## src/rtl/ebus_seq_pkg.sv

```systemverilog
package ebus_seq_pkg;

    localparam int SETUP_W = 2;
    localparam int WAIT_W  = 6;
    localparam int HOLD_W  = 2;
    localparam int CNT_W   = WAIT_W;

    typedef struct packed {
        logic [SETUP_W-1:0] setup;
        logic [WAIT_W-1:0]  wait_n;
        logic               sec_en;
        logic [WAIT_W-1:0]  sec_wait;
        logic               auto_ack;
        logic [HOLD_W-1:0]  wr_hold;
        logic [HOLD_W-1:0]  rd_hold;
        logic               ext_start;
    } bus_timing_t;

    typedef enum logic [1:0] {
        ST_IDLE  = 2'd0,
        ST_SETUP = 2'd1,
        ST_DATA  = 2'd2,
        ST_HOLD  = 2'd3
    } seq_state_t;

    // Number of hold cycles after the last beat.
    function automatic logic [HOLD_W:0] hold_len(
        input logic              is_write,
        input logic              auto_ack,
        input logic [HOLD_W-1:0] wr_code,
        input logic [HOLD_W-1:0] rd_code
    );
        logic [HOLD_W:0] base;
        base = is_write ? {1'b0, wr_code} : {1'b0, rd_code};
        if (is_write || !auto_ack)
            return base + 1'b1;
        return base;
    endfunction

endpackage

```

## src/rtl/ebus_down_counter.sv

```systemverilog
module ebus_down_counter #(
    parameter int W = 6
) (
    input  logic         clk,
    input  logic         rst,
    input  logic         load,
    input  logic [W-1:0] load_val,
    input  logic         dec,
    output logic         zero
);
    logic [W-1:0] count_q;

    always_ff @(posedge clk) begin
        if (rst)
            count_q <= '0;
        else if (load)
            count_q <= load_val;
        else if (dec && (count_q != '0))
            count_q <= count_q - 1'b1;
    end

    assign zero = (count_q == '0);


    wait_floor_chk: assert property (@(posedge clk) disable iff (rst)
        (dec && !load && zero) |=> zero);

endmodule

```

## src/rtl/ebus_beat_tracker.sv

```systemverilog
module ebus_beat_tracker #(
    parameter int BEAT_W = 3
) (
    input  logic              clk,
    input  logic              rst,
    input  logic              start,
    input  logic [BEAT_W-1:0] last_in,
    input  logic              advance,
    output logic [BEAT_W-1:0] idx,
    output logic              is_last
);
    logic [BEAT_W-1:0] idx_q;
    logic [BEAT_W-1:0] last_q;

    always_ff @(posedge clk) begin
        if (rst) begin
            idx_q  <= '0;
            last_q <= '0;
        end else if (start) begin
            idx_q  <= '0;
            last_q <= last_in;
        end else if (advance) begin
            idx_q  <= idx_q + 1'b1;
        end
    end

    assign idx     = idx_q;
    assign is_last = (idx_q == last_q);


    beat_adv_bound_chk: assert property (@(posedge clk) disable iff (rst)
        advance |-> !is_last);

endmodule

```

## src/rtl/ebus_cfg_snapshot.sv

```systemverilog
module ebus_cfg_snapshot
    import ebus_seq_pkg::*;
(
    input  logic        clk,
    input  logic        rst,
    input  logic        capture,
    input  bus_timing_t cfg_in,
    input  logic        write_in,
    output bus_timing_t cfg_q,
    output logic        write_q
);
    always_ff @(posedge clk) begin
        if (rst) begin
            cfg_q   <= '0;
            write_q <= 1'b0;
        end else if (capture) begin
            cfg_q   <= cfg_in;
            write_q <= write_in;
        end
    end
endmodule

```

## src/rtl/ebus_phase_ctrl.sv

```systemverilog
module ebus_phase_ctrl
    import ebus_seq_pkg::*;
(
    input  logic               clk,
    input  logic               rst,
    input  logic               req_valid,
    input  logic [SETUP_W-1:0] live_setup,
    input  bus_timing_t        cfg_q,
    input  logic               write_q,
    input  logic               ext_ack,
    input  logic               cnt_zero,
    input  logic               is_last,
    output logic               accept,
    output logic               cnt_load,
    output logic [CNT_W-1:0]   cnt_val,
    output logic               cnt_dec,
    output logic               beat_adv,
    output logic               ts_q,
    output logic               cs_q,
    output logic               av_q,
    output logic               bd_q,
    output logic               cd_q
);
    seq_state_t      state_q, state_d;
    logic            term;
    logic [HOLD_W:0] hold_n;

    assign term   = (state_q == ST_DATA) && (ext_ack || (cfg_q.auto_ack && cnt_zero));
    assign hold_n = hold_len(write_q, cfg_q.auto_ack, cfg_q.wr_hold, cfg_q.rd_hold);

    always_comb begin
        state_d  = state_q;
        accept   = 1'b0;
        cnt_load = 1'b0;
        cnt_val  = '0;
        cnt_dec  = 1'b0;
        beat_adv = 1'b0;
        case (state_q)
            ST_IDLE: begin
                if (req_valid) begin
                    accept   = 1'b1;
                    state_d  = ST_SETUP;
                    cnt_load = 1'b1;
                    cnt_val  = CNT_W'(live_setup);
                end
            end
            ST_SETUP: begin
                if (cnt_zero) begin
                    state_d  = ST_DATA;
                    cnt_load = 1'b1;
                    cnt_val  = cfg_q.wait_n;
                end else begin
                    cnt_dec = 1'b1;
                end
            end
            ST_DATA: begin
                if (term) begin
                    if (is_last) begin
                        if (hold_n == '0) begin
                            state_d = ST_IDLE;
                        end else begin
                            state_d  = ST_HOLD;
                            cnt_load = 1'b1;
                            cnt_val  = CNT_W'(hold_n - 1'b1);
                        end
                    end else begin
                        beat_adv = 1'b1;
                        cnt_load = 1'b1;
                        cnt_val  = cfg_q.sec_en ? cfg_q.sec_wait : cfg_q.wait_n;
                    end
                end else begin
                    cnt_dec = 1'b1;
                end
            end
            ST_HOLD: begin
                if (cnt_zero)
                    state_d = ST_IDLE;
                else
                    cnt_dec = 1'b1;
            end
            default: state_d = ST_IDLE;
        endcase
    end

    always_ff @(posedge clk) begin
        if (rst) begin
            state_q <= ST_IDLE;
            ts_q    <= 1'b0;
            cs_q    <= 1'b0;
            av_q    <= 1'b0;
            bd_q    <= 1'b0;
            cd_q    <= 1'b0;
        end else begin
            state_q <= state_d;
            av_q    <= (state_d != ST_IDLE);
            cs_q    <= (state_d == ST_DATA);
            bd_q    <= term;
            cd_q    <= (state_q != ST_IDLE) && (state_d == ST_IDLE);
            if (accept)
                ts_q <= 1'b1;
            else if (cfg_q.ext_start)
                ts_q <= ts_q && !cs_q;
            else
                ts_q <= 1'b0;
        end
    end


    start_when_idle_chk: assert property (@(posedge clk) disable iff (rst)
        $rose(av_q) |-> $past(req_valid));


    cs_inside_addr_chk: assert property (@(posedge clk) disable iff (rst)
        cs_q |-> av_q);


    ext_only_term_chk: assert property (@(posedge clk) disable iff (rst)
        (state_q == ST_DATA && !cfg_q.auto_ack && !ext_ack) |=> !bd_q);


    cs_drop_last_chk: assert property (@(posedge clk) disable iff (rst)
        $fell(cs_q) |-> $past(is_last));


    done_pulse_chk: assert property (@(posedge clk) disable iff (rst)
        cd_q |-> (!av_q && $past(av_q)));

endmodule

```

## src/rtl/ebus_cycle_seq.sv

```systemverilog
module ebus_cycle_seq
    import ebus_seq_pkg::*;
#(
    parameter int BEAT_W = 3
) (
    input  logic              clk,
    input  logic              rst,
    input  logic              req_valid,
    input  logic              req_write,
    input  logic [BEAT_W-1:0] req_beats_m1,
    input  logic [1:0]        cfg_setup,
    input  logic [5:0]        cfg_wait,
    input  logic              cfg_sec_en,
    input  logic [5:0]        cfg_sec_wait,
    input  logic              cfg_auto_ack,
    input  logic [1:0]        cfg_wr_hold,
    input  logic [1:0]        cfg_rd_hold,
    input  logic              cfg_ext_start,
    input  logic              ext_ack,
    output logic              xfer_start,
    output logic              chip_sel,
    output logic              addr_valid,
    output logic [BEAT_W-1:0] beat_idx,
    output logic              beat_done,
    output logic              cycle_done
);
    bus_timing_t      cfg_live, cfg_q;
    logic             write_q;
    logic             accept, cnt_load, cnt_dec, cnt_zero, beat_adv, is_last;
    logic [CNT_W-1:0] cnt_val;

    always_comb begin
        cfg_live.setup     = cfg_setup;
        cfg_live.wait_n    = cfg_wait;
        cfg_live.sec_en    = cfg_sec_en;
        cfg_live.sec_wait  = cfg_sec_wait;
        cfg_live.auto_ack  = cfg_auto_ack;
        cfg_live.wr_hold   = cfg_wr_hold;
        cfg_live.rd_hold   = cfg_rd_hold;
        cfg_live.ext_start = cfg_ext_start;
    end

    ebus_cfg_snapshot u_cfg (
        .clk      (clk),
        .rst      (rst),
        .capture  (accept),
        .cfg_in   (cfg_live),
        .write_in (req_write),
        .cfg_q    (cfg_q),
        .write_q  (write_q)
    );

    ebus_down_counter #(.W(CNT_W)) u_cnt (
        .clk      (clk),
        .rst      (rst),
        .load     (cnt_load),
        .load_val (cnt_val),
        .dec      (cnt_dec),
        .zero     (cnt_zero)
    );

    ebus_beat_tracker #(.BEAT_W(BEAT_W)) u_beats (
        .clk     (clk),
        .rst     (rst),
        .start   (accept),
        .last_in (req_beats_m1),
        .advance (beat_adv),
        .idx     (beat_idx),
        .is_last (is_last)
    );

    ebus_phase_ctrl u_ctrl (
        .clk        (clk),
        .rst        (rst),
        .req_valid  (req_valid),
        .live_setup (cfg_live.setup),
        .cfg_q      (cfg_q),
        .write_q    (write_q),
        .ext_ack    (ext_ack),
        .cnt_zero   (cnt_zero),
        .is_last    (is_last),
        .accept     (accept),
        .cnt_load   (cnt_load),
        .cnt_val    (cnt_val),
        .cnt_dec    (cnt_dec),
        .beat_adv   (beat_adv),
        .ts_q       (xfer_start),
        .cs_q       (chip_sel),
        .av_q       (addr_valid),
        .bd_q       (beat_done),
        .cd_q       (cycle_done)
    );

endmodule

```

## config.mk

```make
export PLATFORM = sky130hd
export DESIGN_NAME = ebus_cycle_seq
export DESIGN_NICKNAME = d
export VERILOG_FILES = /design/src/rtl/ebus_seq_pkg.sv /design/src/rtl/ebus_down_counter.sv /design/src/rtl/ebus_beat_tracker.sv /design/src/rtl/ebus_cfg_snapshot.sv /design/src/rtl/ebus_phase_ctrl.sv /design/src/rtl/ebus_cycle_seq.sv
export SDC_FILE = /design/constraint.sdc
export NUM_CORES = 1
export LEC_CHECK = 0
export BUFFER_PORTS_ARGS = -buffer_cell sky130_fd_sc_hd__buf_4
export CORE_MARGIN = 2
export CORE_UTILIZATION = 23
export CTS_CLUSTER_SIZE = 12
export DETAILED_ROUTE_END_ITERATION = 10
export GPL_TIMING_DRIVEN = 1
export SLEW_MARGIN = 20
export SYNTH_ARGS = -nofsm -noshare
export SYNTH_HDL_FRONTEND = slang
export SYNTH_SLANG_ARGS = --single-unit
export TNS_END_PERCENT = 30
```

## constraint.sdc

```tcl
create_clock -name clk -period 6.45 [get_ports clk]
set_input_delay 0.645 -clock clk [delete_from_list [all_inputs] [get_ports clk]]
set_output_delay 0.645 -clock clk [all_outputs]
set_load 0.05 [all_outputs]
```

Word level (Yosys, flattened, before mapping)
Cells that the tools add are included.

Register bits: 39. Input bits: 29.

$add $sub $neg: 4. Eq/ne operators: 5. Multiplexer cells: 35. Reduce and logical (&&, ||, !) cells: 19.

Operators with widths (number): $mux W6 (7); $pmux W6 S3 (1); $mux W2 (8); $mux W1 (14); $pmux W2 S4 (1); $add A3 B1 Y3 const B (2); $eq A2 B2 Y1 const B (3); $logic_not A6 Y1 (1); $mux W3 (2); $reduce_bool A2 Y1 (3); $reduce_bool A6 Y1 (1); $sub A6 B1 Y6 const B (1); $logic_and A1 B1 Y1 (5); $logic_not A2 Y1 (2); $reduce_or A2 Y1 (2); $sub A3 B1 Y4 const B (1); $eq A3 B3 Y1 (1); $logic_not A3 Y1 (1); $pmux W1 S3 (1); $eq A2 B1 Y1 const B (1); $logic_not A1 Y1 (2); $logic_or A1 B1 Y1 (2); $pmux W1 S2 (1).

Logic depth before layout (Yosys ltp)
Depth in word-level cells: 11. Depth in mapped cells: 11. Depth with buffers taken out: 11.

Cells and area by module
A second synthesis with hierarchy kept.

Cells, all modules: 221. Area, all modules: 2095.8 um^2.

By module, submodules not included: ebus_cfg_snapshot (times used 1, cells an instance 71, area an instance 802.0 um^2); ebus_phase_ctrl (times used 1, cells an instance 83, area an instance 655.6 um^2); ebus_down_counter (times used 1, cells an instance 42, area an instance 371.6 um^2); ebus_beat_tracker (times used 1, cells an instance 25, area an instance 266.5 um^2).

Least setup slack after synthesis
Ideal clock, no wire load.

Path kind: register -> register. From: register u_cfg.write_q. To: register u_cnt.count_q[4]. Data arrival time: 2.576 ns. Data required time: 6.364 ns. Slack: 3.788 ns. Cell stages (with the launch flop): 11. Period minus slack after synthesis: 2.662 ns. Cells stage by stage: dfxtp_1 mux2_2 ha_1 nor3b_1 a211oi_1 nor2_1 ha_1 nand4_1 a211oi_4 a21oi_2 a221oi_2.

Cells in the longest elaborated chain, start to end: 10.

Ends and longest elaborated chain: from (decl) (line ebus_cfg_snapshot.sv:10) `output logic write_q`; from (signal assigned) (line ebus_cfg_snapshot.sv:18) `write_q <= write_in;`; $mux W2 (line ebus_seq_pkg.sv:34) `base = is_write ? {1'b0, wr_code} : {1'b0, rd_code};`; $add A3 B1 Y3 (line ebus_seq_pkg.sv:36) `return base + 1'b1;`; $mux W3 (line ebus_seq_pkg.sv:35) `if (is_write || !auto_ack)`; $mux W3 (*) (line ebus_seq_pkg.sv:37) `return base;`; $sub A3 B1 Y4 or $logic_not A3 Y1 (tied branches) (line ebus_phase_ctrl.sv:64, ebus_phase_ctrl.sv:59); $mux W6 or $mux W1 (tied branches) (line ebus_phase_ctrl.sv:59) `if (hold_n == '0) begin`; $mux W6 or $mux W1 (tied branches) (line ebus_phase_ctrl.sv:58) `if (is_last) begin`; $mux W6 or $mux W1 (tied branches) (line ebus_phase_ctrl.sv:57) `if (term) begin`; $pmux W6 S3 or $pmux W1 S3 (tied branches) (line ebus_phase_ctrl.sv:38) `case (state_q)`; $mux W6 or $reduce_bool A2 Y1 (tied branches); to (signal assigned) (line ebus_down_counter.sv:17) `count_q <= load_val;`; to (signal assigned) (line ebus_down_counter.sv:19) `count_q <= count_q - 1'b1;`; to (decl) (line ebus_down_counter.sv:11) `logic [W-1:0] count_q;`.

Mark *: on every way between the ends. The rest lies on a longest branch, timed or not. The select of a mux whose other input is x is not followed. A chain may end at the register's enable or synchronous reset.

Worst setup path in the final report
Ends and elaborated chain as after synthesis.

==> reports/metrics.cfg <==
[timing]
post-route-period-util_pct=49.3
drv_slew=0
fin_worst_skew_ps=7.36
finalSetupViolCount=0
slew_headroom_pct=45.2
rsz0062_at_grt=false
hold_viol=0
fmax_mhz=314
setup_ws_ps=3270
setup_tns_ps=0
worst_slew_pin_slew_ps=820
fin_crit_ps=3180

[route]
vias_per_cell=4.71
num_vias=1822
firstDrtPassIters=5
detail_route.iter0.violations=80
wl_um=5050
drcViolationCount=0
detail_route.wl_per_cell_um=13.0
drtAntennaViolNets=0

[logic_synthesis]
synth.area.top_cells=dfxtp_1 38%, nand2_1 10%, a21oi_1 7.8%
synth_top_area_share_pct=38.2
postSynthAreaPerCell_um2=8.24
syn_area_um2=2040
synth_ff_type=dfxtp_1
yosysMostFrequentCell=nand2_1
synth_edf_count=0
yosysTopAreaCell=dfxtp_1
yosys.cell_types.count=52
synthTopCellsByCount=57 x nand2_1, 39 x dfxtp_1, 32 x a21oi_1
synth_nets=282
ys_ff_latch=39
synthCells=248
yosysWarnings=0
ys_async_sr_fraction_pct=0
synth-seq-area-share_pct=38.2

[worst_setup_path]
cp.arrival_ps=3390
crit_required_ps=6650
cp_max_fo=10
endpoint_kind=flip-flop
startpoint_type=flip-flop
critPathKind=flip-flop to flip-flop

[cts]
cts_buffers=5
clkLatencyLatePin_ps=290
cts_tree=done
htree_levels=2
post_cts_buffers=0
root_buffer=clkbuf_8
cts.sinks=39
ctsHoldBuffers=0
ctsResizeCount=0
clockBufferDepth=2
clk_pin_slew_worst_paths_ps=70

[worst_hold_path]
hold_path.class=flip-flop to flip-flop

[finish]
n_antenna_cell=0
syn_to_final_growth_pct=21.4
fin_cells=387
postLayoutCellArea_um2=2480
fin_util_pct=28.6
nets=313
final_layout_size_suffix_gt1_share_pct=20.1

[power_and_ir_drop]
p_leak_nw=0.948
vdd_drop_max_uv=132
power_density_nw_per_um2=388

[floorplan]
die_x_um=98.3
start_util_pct=23.6
num_rows=34
fp.coreArea_um2=8680
ioPinCount=37
die_h_um=98.3
die_area_um2=9660

[placement]
dp_slack_ps=3300
port_buffers=36
place_area_um2=2390
routabilityCongestion=0.852
place_hpwl_um=3740
placedCellCount=380

[global_routing]
track_usage_pct=10.6
overflow=0
antenna_found_initial=0
grt_first_pass_wirelength_um=8490
grt_pass1_vias=1839
grt_max_degree=38

[job]
drv_cap=0

[run_status]
outcome=finished clean

per-stage QoR:
step / hold slack [ps] / power [mW]
after global routing: 491 / 1.03
after detailed placement: 451 / 0.802
after floorplan: 433 / 0.700
after CTS: 460 / 0.968
final: 460 / 0.963
after global placement: 445 / 0.794
layer usage:
| metal | part of all wire, % | routed length [um] | vias to the layer above | GRT usage (%) |
|---|---|---|---|---|
| li1 | - | - | 936 | - |
| met2 | 52 | 2630 | 32 | 19.4 |
| met4 | 1.0 | 51 | 0 | 3.27 |
| met5 | 0 | 0 | - | 0 |
| met3 | 2.7 | 138 | 5 | 1.72 |
| met1 | 44 | 2220 | 849 | 12.7 |
cells by family (layout without fill, tap and decap cells):
family / Yosys count / in the layout / share of synthesized area, %
flip-flops: 39 / 39 / 38.2
AO/OA/AOI/OAI: 70 / 70 / 24.8
adder cells (fa/ha/maj): 5 / 5 / 3.06
XOR/XNOR: 9 / 9 / 3.86
multiplexers: 6 / 6 / 3.00
buffers and inverters: 20 / 51 / 4.35
AND/OR/NAND/NOR: 99 / 99 / 22.7
cell type report:
| type | count | area [um2] |
|---|---|---|
| sequential | 39 | 781 |
| clock inverter | 1 | 5.00 |
| tap | 108 | 135 |
| multi-input combinational | 189 | 1170 |
| fill | 955 | 6200 |
| clock buffer | 6 | 82.6 |
| timing repair buffer | 37 | 278 |
| inverter | 7 | 26.3 |
state kept, by name, summed over array words and instances, names as in the netlist:
register and flops:
u_ctrl.cd_q 1, u_ctrl.bd_q 1, u_beats.last_q 3, u_cfg.write_q 1
u_ctrl.ts_q 1, u_ctrl.av_q 1, u_ctrl.cs_q 1, u_cnt.count_q 6
u_cfg.cfg_q 19, u_beats.idx 3, u_ctrl.state_q 2
worst paths after layout:
kind | start | end | slack, ps | depth (start not counted)
max | u_cfg.write_q | u_cnt.count_q[4] | 3270 | 10
min | u_cfg.cfg_q[4] | u_cfg.cfg_q[4] | 460 | 2
max reg2reg | u_cfg.write_q | u_cnt.count_q[4] | 3270 | 10
min reg2reg | u_cfg.cfg_q[4] | u_cfg.cfg_q[4] | 460 | 2
cells in the final DEF, fill, tap and decap left out, types with 2 or more instances in the layout:
cell / count
nand2_1: 57
dfxtp_1: 39
buf_4: 37
a21oi_1: 32
nor2_1: 10
o21ai_0: 9
inv_1: 7
nor3_1: 7
clkbuf_8: 6
xnor2_1: 5
mux2i_1: 5
ha_1: 5
nor2b_1: 4
nand3_1: 4
and3_1: 4
xor2_1: 4
nor3b_1: 3
a31oi_1: 3
a211oi_1: 2
a21boi_0: 2
o31ai_2: 2
nand4_1: 2
power breakdown:
part	internal (mW)	switching [mW]	leakage (nW)
registers	0.293	0.0593	0.320
logic	0.170	0.276	0.581
clock network	0.0839	0.0810	0.0470
total	0.547	0.417	0.948
worst max-delay path, cell delays in order, from the launching register on:
cell      delay [ps]
dfxtp_1          430
mux2_2           370
ha_1             310
nor3b_1          270
a211oi_1         120
nor2_1           220
ha_1             270
nand4_1          210
a211oi_4         560
a21oi_2           60
a221oi_2         280
Note: power is estimated with default switching activity, not from simulation.
